===== src/rtl/gcr_fr_pkg.sv =====
package gcr_fr_pkg;
  localparam int SR_W      = 10;
  localparam int FRAME_LEN = 10;
  localparam int ADDR_W    = SR_W + 1;
  localparam int DOUT_W    = 8;
  localparam int CNT_W     = $clog2(FRAME_LEN);

  // nibble to 5-bit GCR code
  function automatic logic [4:0] gcr_enc(input logic [3:0] n);
    case (n)
      4'h0: return 5'h0A;  4'h1: return 5'h0B;  4'h2: return 5'h12;  4'h3: return 5'h13;
      4'h4: return 5'h0E;  4'h5: return 5'h0F;  4'h6: return 5'h16;  4'h7: return 5'h17;
      4'h8: return 5'h09;  4'h9: return 5'h19;  4'hA: return 5'h1A;  4'hB: return 5'h1B;
      4'hC: return 5'h0D;  4'hD: return 5'h1D;  4'hE: return 5'h1E;  default: return 5'h15;
    endcase
  endfunction

  // 5-bit code to {valid, nibble}, computed by inverting the encoder
  function automatic logic [4:0] gcr_dec(input logic [4:0] c);
    logic [4:0] r;
    r = '0;
    for (int k = 0; k < 16; k++)
      if (gcr_enc(4'(k)) == c) r = {1'b1, 4'(k)};
    return r;
  endfunction

  function automatic logic [DOUT_W-1:0] gcr_table(input logic [ADDR_W-1:0] a);
    logic [4:0] lo, hi, code;
    lo = gcr_dec(a[4:0]);
    hi = gcr_dec(a[9:5]);
    code = a[4] ? 5'h1F : gcr_enc(a[3:0]);
    if (a[10]) return {lo[3:0], lo[4] & hi[4], 3'b000};
    else       return {code, 3'b000};
  endfunction
endpackage


===== src/rtl/gcr_fr_shift.sv =====
module gcr_fr_shift #(
  parameter int SR_W = 10
) (
  input  logic            clk,
  input  logic            rst,
  input  logic            idle,
  input  logic            accept,
  input  logic            bit_in,
  output logic [SR_W-1:0] sr_q,
  output logic [SR_W-1:0] sr_nx,
  output logic            sync_nx_n,
  output logic            sync_q_n
);
  assign sr_nx     = {sr_q[SR_W-2:0], bit_in};
  assign sync_nx_n = ~(&sr_nx);

  always_ff @(posedge clk) begin
    if (rst || idle) begin
      sr_q     <= '0;
      sync_q_n <= 1'b1;
    end else if (accept) begin
      sr_q     <= sr_nx;
      sync_q_n <= sync_nx_n;
    end
  end
endmodule


===== src/rtl/gcr_fr_count.sv =====
module gcr_fr_count #(
  parameter int FRAME_LEN = 10,
  parameter int CNT_W     = $clog2(FRAME_LEN)
) (
  input  logic             clk,
  input  logic             rst,
  input  logic             idle,
  input  logic             accept,
  input  logic             host_access,
  input  logic             sync_nx_n,
  input  logic             sync_q_n,
  output logic [CNT_W-1:0] cnt_q,
  output logic             brdy_nx,
  output logic             brdy_q,
  output logic             lbrdy_n_q
);
  localparam logic [CNT_W-1:0] LAST = CNT_W'(FRAME_LEN - 1);
  logic [CNT_W-1:0] cnt_nx;

  always_comb begin
    if (!sync_nx_n)    cnt_nx = '0;
    else if (sync_q_n) cnt_nx = (cnt_q == LAST) ? '0 : cnt_q + 1'b1;
    else               cnt_nx = cnt_q;
  end
  assign brdy_nx = (cnt_nx == LAST);

  always_ff @(posedge clk) begin
    if (rst || idle) begin
      cnt_q     <= '0;
      brdy_q    <= 1'b1;
      lbrdy_n_q <= 1'b1;
    end else begin
      if (accept) begin
        cnt_q  <= cnt_nx;
        brdy_q <= brdy_nx;
      end
      if (accept && brdy_q && !brdy_nx) lbrdy_n_q <= 1'b0;
      else if (host_access)             lbrdy_n_q <= 1'b1;
    end
  end
endmodule


===== src/rtl/gcr_fr_decode.sv =====
module gcr_fr_decode
  import gcr_fr_pkg::*;
(
  input  logic              clk,
  input  logic              rst,
  input  logic              idle,
  input  logic              accept,
  input  logic              rw_read,
  input  logic [7:0]        wr_data,
  input  logic              wr_sync,
  input  logic [SR_W-1:0]   sr_nx,
  input  logic              brdy_nx,
  output logic [ADDR_W-1:0] addr_q,
  output logic [DOUT_W-1:0] dout_q,
  output logic              gerr_q
);
  logic [ADDR_W-1:0] addr_nx;
  logic [DOUT_W-1:0] dout_nx;

  always_comb begin
    if (rw_read) addr_nx = {1'b1, sr_nx};
    else         addr_nx = 11'h300 | {2'b00, wr_data[7:4], 5'b0}
                                   | {6'b0, wr_sync, 4'b0}
                                   | {7'b0, wr_data[3:0]};
  end
  assign dout_nx = gcr_table(addr_nx);

  always_ff @(posedge clk) begin
    if (rst) begin
      addr_q <= '0;
      dout_q <= '0;
      gerr_q <= 1'b1;
    end else if (idle) begin
      gerr_q <= 1'b1;
    end else if (accept) begin
      addr_q <= addr_nx;
      dout_q <= dout_nx;
      gerr_q <= ~(brdy_nx | dout_nx[3]);
    end
  end
endmodule


===== src/rtl/gcr_byte_framer.sv =====
module gcr_byte_framer
  import gcr_fr_pkg::*;
(
  input  logic              clk,
  input  logic              rst,
  input  logic              run,
  input  logic              bit_valid,
  input  logic              bit_in,
  input  logic              rw_read,
  input  logic [7:0]        wr_data,
  input  logic              wr_sync,
  input  logic              host_access,
  output logic              sync_n,
  output logic              byte_rdy,
  output logic              byte_rdy_lat_n,
  output logic              gcr_err,
  output logic [ADDR_W-1:0] dec_addr,
  output logic [DOUT_W-1:0] dec_out
);
  logic            idle, accept;
  logic [SR_W-1:0] sr_q, sr_nx;
  logic            sync_nx_n;
  logic [CNT_W-1:0] cnt_q;
  logic            brdy_nx;

  assign idle   = ~run;
  assign accept = run & bit_valid;

  gcr_fr_shift #(.SR_W(SR_W)) u_shift (
    .clk(clk), .rst(rst), .idle(idle), .accept(accept), .bit_in(bit_in),
    .sr_q(sr_q), .sr_nx(sr_nx), .sync_nx_n(sync_nx_n), .sync_q_n(sync_n)
  );

  gcr_fr_count #(.FRAME_LEN(FRAME_LEN), .CNT_W(CNT_W)) u_count (
    .clk(clk), .rst(rst), .idle(idle), .accept(accept), .host_access(host_access),
    .sync_nx_n(sync_nx_n), .sync_q_n(sync_n), .cnt_q(cnt_q),
    .brdy_nx(brdy_nx), .brdy_q(byte_rdy), .lbrdy_n_q(byte_rdy_lat_n)
  );

  gcr_fr_decode u_decode (
    .clk(clk), .rst(rst), .idle(idle), .accept(accept), .rw_read(rw_read),
    .wr_data(wr_data), .wr_sync(wr_sync), .sr_nx(sr_nx), .brdy_nx(brdy_nx),
    .addr_q(dec_addr), .dout_q(dec_out), .gerr_q(gcr_err)
  );
endmodule


===== config.mk =====
export PLATFORM = sky130hd
export DESIGN_NAME = gcr_byte_framer
export DESIGN_NICKNAME = d
export VERILOG_FILES = /design/src/rtl/gcr_fr_pkg.sv /design/src/rtl/gcr_fr_shift.sv /design/src/rtl/gcr_fr_count.sv /design/src/rtl/gcr_fr_decode.sv /design/src/rtl/gcr_byte_framer.sv
export SDC_FILE = /design/constraint.sdc
export NUM_CORES = 1
export LEC_CHECK = 0
export ABC_AREA = 1
export BUFFER_PORTS_ARGS = -buffer_cell sky130_fd_sc_hd__buf_2
export CAP_MARGIN = 20
export CORE_MARGIN = 1.5
export CORE_UTILIZATION = 49
export CTS_CLUSTER_SIZE = 28
export DETAILED_ROUTE_END_ITERATION = 7
export HOLD_SLACK_MARGIN = 0.08
export PLACE_DENSITY = 0.73
export SLEW_MARGIN = 20
export SYNTH_ARGS = -nofsm -noshare
export SYNTH_HDL_FRONTEND = slang
export SYNTH_SLANG_ARGS = --single-unit

===== constraint.sdc =====
create_clock -name clk -period 1.85 [get_ports clk]
set_input_delay 0.37 -clock clk [delete_from_list [all_inputs] [get_ports clk]]
set_output_delay 0.37 -clock clk [all_outputs]
set_load 0.02 [all_outputs]

# After elaboration in Yosys (flattened, before gate mapping)
# Memory sizes are Yosys's and may differ from the RTL's.
# Index checks and enable logic that the tools add are counted.
[word_totals] elab_cells=100 memories=1 ff_bits=36 rom_bits=80
[op_classes] n_addsub=1 muxes=40 n_eq_ne=34 n_reduce_logical=8 bitwise=8
[mem_list] memory="(name not given)" words=16 width=5 rd=1 rd_clocked_by_memory_dff=0 wr=0 line_no="gcr_fr_pkg.sv:10" text="case (n)"
[op_table] operator="two-way mux 5 bit" count=33
[op_table] operator="equality test 5 bit, first input constant" count=20
[op_table] operator="equality test 4 x 5 -> 1 bit, first input constant" count=12
[op_table] operator="two-way mux 4 bit" count=3
[op_table] operator="two-way mux 11 bit" count=1
[op_table] operator="bitwise OR 11 x 4 -> 11 bit" count=1
[op_table] operator="bitwise OR 10 x 5 -> 10 bit" count=1
[op_table] operator="AND reduction 10 bit" count=1
[op_table] operator="equality test 4 bit, second input constant" count=2
[op_table] operator="two-way mux 8 bit" count=1
[op_table] operator="adder 4 x 1 -> 4 bit, second input constant" count=1
[op_table] operator="NOT 1 bit" count=3
[op_table] operator="bitwise AND 1 bit" count=2
[op_table] operator="logical AND 1 bit" count=2
[op_table] operator="two-way mux 1 bit" count=2
[op_table] operator="AND reduction 2 bit" count=1
[op_table] operator="nonzero test 2 bit" count=1
[op_table] operator="OR reduction 2 bit" count=1
[op_table] operator="zero test 1 bit" count=1
[op_table] operator="logical OR 1 bit" count=1
[op_table] operator="bitwise OR 1 bit" count=1

# Depth between registers and ports, before layout
# Gate-level depths: netlist of run 1.
[depth] word_depth=24 mapped_depth=15 depth_no_buf=14

# Hierarchy
# Synthesis of run 1 repeated with hierarchy kept, for this count alone.
[unflattened] hier_cells=313 hier_area_um2=2040.7
[by_module_without_submodules] mod="gcr_fr_decode" seq_area_each_um2=340.3 n_inst=1 cells_per_inst=182 area_per_inst_um2=1113.6
[by_module_without_submodules] mod="gcr_fr_shift" seq_area_each_um2=220.2 n_inst=1 cells_per_inst=68 area_per_inst_um2=536.8
[by_module_without_submodules] mod="gcr_fr_count" seq_area_each_um2=120.1 n_inst=1 cells_per_inst=60 area_per_inst_um2=379.1
[by_module_without_submodules] mod="gcr_byte_framer" seq_area_each_um2=0.0 n_inst=1 cells_per_inst=3 area_per_inst_um2=11.3

# Least setup slack after synthesis of run 1
# No wires, ideal clock.
[synth_timing] path_kind="input to register" start="input port rw_read" end="register u_decode.dout_q[3]" path_slack_ns=0.327 setup_ns=0.109 path_stages=12 arrival_time_ns=1.415 cell_sequence="buf_6 buf_6 o21ai_4 nor2_1 nand3_1 nand2_2 nor2_2 nand2_1 nand3_1 nand3_1 nand2_1 inv_1"
[synth_via] elab_chain_len=20
[synth_rtl] item="start: declaration" line_no="gcr_byte_framer.sv:9" text="input logic rw_read,"
[synth_rtl] item="two-way mux 11 bit (*)" line_no="gcr_fr_decode.sv:21" text="if (rw_read) addr_nx = {1'b1, sr_nx};"
[synth_rtl] item="equality test 4 x 5 -> 1 bit" line_no="gcr_fr_pkg.sv:23" text="if (gcr_enc(4'(k)) == c) r = {1'b1, 4'(k)};"
[synth_rtl] item="two-way mux 5 bit (16 in a row)" line_no="gcr_fr_pkg.sv:23"
[synth_rtl] item="bitwise AND 1 bit" line_no="gcr_fr_pkg.sv:32" text="if (a[10]) return {lo[3:0], lo[4] & hi[4], 3'b000};"
[synth_rtl] item="two-way mux 8 bit (*)" line_no="gcr_fr_pkg.sv:32"
[synth_rtl] item="end signal: assignment" line_no="gcr_fr_decode.sv:37" text="dout_q <= dout_nx;"
[synth_rtl] item="end: declaration" line_no="gcr_fr_decode.sv:14" text="output logic [DOUT_W-1:0] dout_q,"
# Every way passes the cells marked *; elsewhere a longest branch is shown, timed or not.
# A chain may end at the register's enable or synchronous reset.

# Worst setup path in the final report of run 1
[layout_timing] start="register u_shift.sr_q[3]" end="register u_decode.dout_q[4]"
[layout_via] elab_chain_len=18
[layout_rtl] item="start: declaration" line_no="gcr_fr_shift.sv:9" text="output logic [SR_W-1:0] sr_q,"
[layout_rtl] item="start signal: assignment" line_no="gcr_fr_shift.sv:22" text="sr_q <= sr_nx;"
[layout_rtl] item="two-way mux 11 bit (*)" line_no="gcr_fr_decode.sv:21"
[layout_rtl] item="equality test 4 x 5 -> 1 bit" line_no="gcr_fr_pkg.sv:23"
[layout_rtl] item="two-way mux 5 bit (15 in a row)" line_no="gcr_fr_pkg.sv:23"
[layout_rtl] item="two-way mux 8 bit (*)" line_no="gcr_fr_pkg.sv:32"
# Marked as above.

==> impl_metrics.ini, run 1 <==
[worst_hold_path]
hp-class = in2reg
worstHoldPathCells = 3

[final_layout]
num_antenna_cells = 0
fillers = 334
drive_above_1_share = 0.247
fin_nets = 321
seqCellArea_sq_um = 661
multi_input_area_sq_um = 965
area_growth_pct = 19.0

[timing]
hold_viol = 0
holdWs_ns = 0.294
fin_skew_ns = 0.00788
period_needed_ns = 1.51
post-route-period-util = 0.816
rsz0062_at_grt = no
setup_tns_ns = 0
finalMaxSlewViolations = 0
fin_ws_ns = 0.341
setup_viol = 0
fmax_ghz = 0.663

[synthesis]
yosys.area.top_type = dfxtp_1
synth_seq_area_share = 0.367
synth_area_sq_mm = 0.00180
synth.avg_cell_area_sq_um = 6.92
yosys-top-cells-area = dfxtp_1, nand2_1, a21oi_1
yosysWarnings = 0
ys_ff_latch = 33
synth_top_area_frac = 0.367
yosysUniqueCellTypes = 30
syn_inst = 260

[power]
total_power_w = 0.00160
swShare = 0.302
p_clk_frac = 0.325
ir_worst_vdd_mv = 0.587
pwr_density_cell_mw_per_mm2 = 747
power_frac_comb = 0.197
intPower_w = 0.00112
seq_power_share = 0.479
power.leakage_nw = 0.992
power_switching_w = 0.000483

[cts]
cts_sinks = 33
cts_inserted_buffers = 5
root_buffer = clkbuf_8
clk_pin_slew_ns = 0.07
ctsResizeCount = 0
ctsHtreeMaxLevel = 2
tritoncts = yes
clk_latency_ns = 0.29
post_cts_buffers = 0
clk_path_buf_depth = 2
ctsHoldBuffers = 0

[route]
route.detailed.drc = 0
vias_per_cell = 5.11
vias = 1787
drt-initial-drc-count = 108
routed_wl_um = 4100
drtAntennaViolNets = 0
dr.pass1.iters = 4
drt-wirelength-per-cell_um = 11.7

[placement]
dp_worst_setup_slack_ns = 0.0734
port_buffers = 34
hpwl_um = 3020
gp_congestion = 0.891

[floorplanning]
start_util = 0.523
die_x_um = 63.6
die-area_sq_mm = 0.00405
die_y_um = 63.6
pin_count = 39
num_rows = 21
fp.coreArea_sq_mm = 0.00344

[grt]
grt_pass1_vias = 1592
grt_overflow_total = 0
antenna_found_initial = 0
track_usage = 0.221
grt_max_degree = 33
grt_pass1_wl_um = 7090

[worst_setup_path]
crit_required_ns = 2.07
endpoint_kind = flip-flop
cp.arrival_ns = 1.73
cp_max_fo = 6
reg2reg_depth = 12
critPathKind = reg2reg
cp-start-kind = flip-flop

[status]
status = complete, no violations

[run]
maxCapViolCount = 0
[power groups by stage]
stage          registers, W  logic (W)  clock network (W)
2_1_floorplan      0.000812   0.000185                  0
5_1_grt            0.000771   0.000353           0.000571
3_5_place_dp       0.000782   0.000313                  0
3_3_place_gp       0.000782   0.000311                  0
4_1_cts            0.000766   0.000315           0.000529
6_report           0.000766   0.000315           0.000520
[worst max-delay path, cell delays in order, from the launching register on]
cell	delay, ns
dfxtp_1	0.39
nor2_1	0.07
nor2_2	0.23
nand3_2	0.16
nand2_1	0.13
nand2_1	0.05
nand3_1	0.07
nand2_1	0.05
nand2_1	0.05
nand2_1	0.04
nand2_1	0.05
nand2_1	0.05
a21oi_2	0.10
[worst paths after layout]
kind,startpoint,slack [ns],endpoint
hold / removal,host_access,0.29,u_count.lbrdy_n_q$_SDFFE_PP1P_
hold reg to reg,u_decode.dout_q[6]$_SDFFE_PP0P_,0.46,u_decode.dout_q[6]$_SDFFE_PP0P_
setup / recovery,u_shift.sr_q[3]$_SDFFE_PP0P_,0.34,u_decode.dout_q[4]$_SDFFE_PP0P_
setup reg to reg,u_shift.sr_q[3]$_SDFFE_PP0P_,0.34,u_decode.dout_q[4]$_SDFFE_PP0P_
[per-layer routing]
| layer | wire, um | global-route usage |
|---|---|---|
| met5 | 0 | 0 |
| met4 | 70 | 0.0924 |
| met3 | 275 | 0.0536 |
| met2 | 1710 | 0.342 |
| met1 | 2040 | 0.294 |
[cell type report]
class / count / area share
clock inverter: 2 / 0.00467
tap: 46 / 0.0269
multi-input combinational: 190 / 0.450
inverter: 27 / 0.0485
sequential: 33 / 0.308
clock buffer: 6 / 0.0339
timing repair buffer: 46 / 0.127
[placed cells by master (no fill, tap or decap), drive strengths merged]
cell type and count:
nand3 21, nor2 26, o21ai 35, ha 2, clkbuf 6, a21oi 32
o211ai 2, buf 46, a31oi 1, dfxtp 33, conb 3, mux2i 1
o22ai 1, xor2 2, clkinv 3, nand2 60, inv 26, nand4 4
[cell usage after synthesis]
cell type  number
nand2_1        50
dfxtp_1        33
a21oi_1        31
o21ai_0        31
nor2_1         23
inv_1          22
nand3_1        20
nand2_2         8
clkbuf_1        4
nand4_1         4
buf_4           3
buf_6           3
inv_2           3
buf_1           2
ha_1            2
nand2_4         2
nor2_2          2
o211ai_1        2
o21ai_1         2
o21ai_4         2
xor2_1          2
a21oi_2         1
a31oi_1         1
clkinv_1        1
conb_1          1
inv_4           1
mux2i_1         1
nand3_2         1
nor2_4          1
o22ai_2         1
[registers in the layout, indices dropped and copies added, names as in the netlist]
register	flops
u_decode.dout_q	5
u_count.brdy_q	1
u_count.lbrdy_n_q	1
u_decode.gerr_q	1
u_shift.sync_q_n	1
u_shift.sr_q	9
u_decode.addr_q	11
u_count.cnt_q	4
[kinds of logic (layout without fill, tap and decap cells)]
logic type	after synthesis	in the layout	share of synthesized area
DFF	33	33	0.367
buffers and inverters	39	81	0.101
other	1	3	0.00208
and+or+nand+nor	111	111	0.281
muxes	1	1	0.00556
adders and majority gates	2	2	0.0139
AOI/OAI and AO/OA	71	71	0.220
xor gates and xnor gates	2	2	0.00973
[per-stage QoR]
stage	util	cells	instance area [sq um]
floorplan	-	262	1810
global placement	0.598	342	2060
detailed placement	0.598	342	2060
CTS	0.622	350	2140
global route	0.622	350	2140
finish	0.622	350	2140
No activity file was read; power rests on OpenSTA's default activity.
==> run 2, diff against run 1 <==
--- a/config.mk
+++ b/config.mk
@@ -9,11 +9,11 @@
 export BUFFER_PORTS_ARGS = -buffer_cell sky130_fd_sc_hd__buf_2
 export CAP_MARGIN = 20
 export CORE_MARGIN = 1.5
-export CORE_UTILIZATION = 49
+export CORE_UTILIZATION = 48
 export CTS_CLUSTER_SIZE = 28
 export DETAILED_ROUTE_END_ITERATION = 7
 export HOLD_SLACK_MARGIN = 0.08
-export PLACE_DENSITY = 0.73
+export PLACE_DENSITY = 0.75
 export SLEW_MARGIN = 20
 export SYNTH_ARGS = -nofsm -noshare
 export SYNTH_HDL_FRONTEND = slang
==> constraint.sdc (replaced) <==
create_clock -name clk -period 1.2 [get_ports clk]
set_input_delay 0.24 -clock clk [delete_from_list [all_inputs] [get_ports clk]]
set_output_delay 0.24 -clock clk [all_outputs]
set_load 0.02 [all_outputs]
==> run 2 against run 1 <==
The flow now finishes with violations (negative setup slack). Critical path depth increased by 1. Clock-buffer cell count increased by 1. Total power increased by 73%. Via count increased by 19%. Utilization increased by 15 points. First-iteration DRC count increased by 73%. Design area increased by 31%. Clock power increased by 66%. Non-clock buffer count increased by 44. Cell count increased by 13%. Critical path type unchanged. Critical endpoint unchanged. Largest cell class unchanged. Largest power group unchanged. Highest routed layer unchanged.
==> impl_metrics.ini, run 2 (synthesis gave the netlist of run 1 again) <==
[floorplanning]
num_rows = 22
die-area_sq_mm = 0.00413
start_util = 0.496
fp.coreArea_sq_mm = 0.00363
die_y_um = 64.2
die_x_um = 64.2
pin_count = 39

[final_layout]
area_growth_pct = 55.6
design_area_sq_mm = 0.00280
final_util = 0.771
largest_reg_flops = 11
drive_above_1_share = 0.496
final_cell_mix = buf_4, nand2_1, buf_2
final_common_cell = buf_4
fin_nets = 365
top_register = u_decode.addr_q
num_antenna_cells = 0
reg_top3 = u_decode.addr_q x11, u_shift.sr_q x9, u_decode.dout_q x5

[cts]
root_buffer = clkbuf_8
clk_path_buf_depth = 2
ctsHtreeMaxLevel = 2
cts_inserted_buffers = 5
clk_latency_ns = 0.29
clk_pin_slew_ns = 0.07
tritoncts = yes
cts_sinks = 33

[route]
drtAntennaViolNets = 0
routed_wl_um = 5890
drt-wirelength-per-cell_um = 14.9
vias_per_cell = 5.38
drt-initial-drc-count = 187
vias = 2124
dr.pass1.iters = 4
route.detailed.drc = 0

[worst_setup_path]
crit_required_ns = 1.43
endpoint_kind = flip-flop
cp-start-kind = flip-flop
critPathKind = reg2reg
cp.arrival_ns = 1.64
cp_max_fo = 7

[placement]
gp_congestion = 0.885
hpwl_um = 3630
placedInstanceArea_sq_mm = 0.00231
dp_worst_setup_slack_ns = -0.438
port_buffers = 34

[timing]
finalMaxSlewViolations = 0
rsz0062_at_grt = yes
post-route-period-util = 1.18
setup_viol = 11
fin_ws_ns = -0.212
hold_viol = 0
fmax_ghz = 0.708
period_needed_ns = 1.41
fin_skew_ns = 0.00418

[grt]
antenna_found_initial = 0
grt_pass1_wl_um = 9270
grt_max_degree = 24
grt_overflow_total = 0
track_usage = 0.287
grt_pass1_vias = 2068

[status]
status = finished with violations
violations = negative setup slack

[worst_hold_path]
hp-class = in2reg

[run]
maxCapViolCount = 0

[power]
pwr_density_cell_mw_per_mm2 = 988
ir_worst_vdd_mv = 0.800
power.leakage_nw = 1.26
==> run 2: power by group <==
group | internal, W | switching (W)
Clock | 0.000455 | 0.000408
Combinational | 0.000305 | 0.000418
Sequential | 0.00114 | 0.0000409
==> run 2: per-layer routing <==
| metal | vias up | GRT usage | part of all wire |
|---|---|---|---|
| li1 | 1028 | - | - |
| met1 | 1003 | 0.344 | 0.40 |
| met2 | 73 | 0.487 | 0.52 |
| met3 | 20 | 0.0563 | 0.050 |
| met4 | 0 | 0.141 | 0.029 |
| met5 | - | 0 | 0 |
==> run 2: through the flow <==
stage | TNS (ns) | total power [W] | hold slack [ns] | instances
2_1_floorplan | -0.871 | 0.00154 | 0.309 | 262
3_3_place_gp | -2.73 | 0.00177 | 0.453 | 375
3_5_place_dp | -3.00 | 0.00178 | 0.456 | 375
4_1_cts | -1.11 | 0.00271 | 0.145 | 393
5_1_grt | -2.37 | 0.00288 | 0.168 | 395
6_report | -1.48 | 0.00277 | 0.146 | 395
==> run 2: final timing paths <==
kind | from | to | slack, ns | cells past startpoint
max | u_shift.sr_q[2]$_SDFFE_PP0P_ | u_decode.dout_q[4]$_SDFFE_PP0P_ | -0.21 | 13
min | host_access | u_count.lbrdy_n_q$_SDFFE_PP1P_ | 0.15 | 3
max reg2reg | u_shift.sr_q[2]$_SDFFE_PP0P_ | u_decode.dout_q[4]$_SDFFE_PP0P_ | -0.21 | 13
min reg2reg | u_decode.dout_q[6]$_SDFFE_PP0P_ | u_decode.dout_q[6]$_SDFFE_PP0P_ | 0.47 | 2
==> run 2: critical path, cell delays in order, from the launching register on <==
cell	delay, ns
dfxtp_4	0.36
inv_2	0.06
nand2_2	0.06
nand2_4	0.14
nand3_4	0.12
nand2_2	0.09
nand2_1	0.06
nand3_2	0.08
nand2_1	0.05
nand2_1	0.05
nand2_1	0.04
nand2_1	0.07
nand2_2	0.06
a21oi_2	0.12
==> run 2: area by class of cell <==
type,instances,area [sq um]
multi-input combinational,190,1220
fill,286,832
sequential,33,688
timing repair buffer,90,633
inverter,27,111
clock buffer,7,86.3
tap,48,60.1
==> run 2: repair_timing <==
item,CTS,global route
gates cloned,0,0
resized for setup,51,34
pin swaps,20,23
hold buffers,0,0
setup endpoints to repair,12,12
buffers inserted,15,2
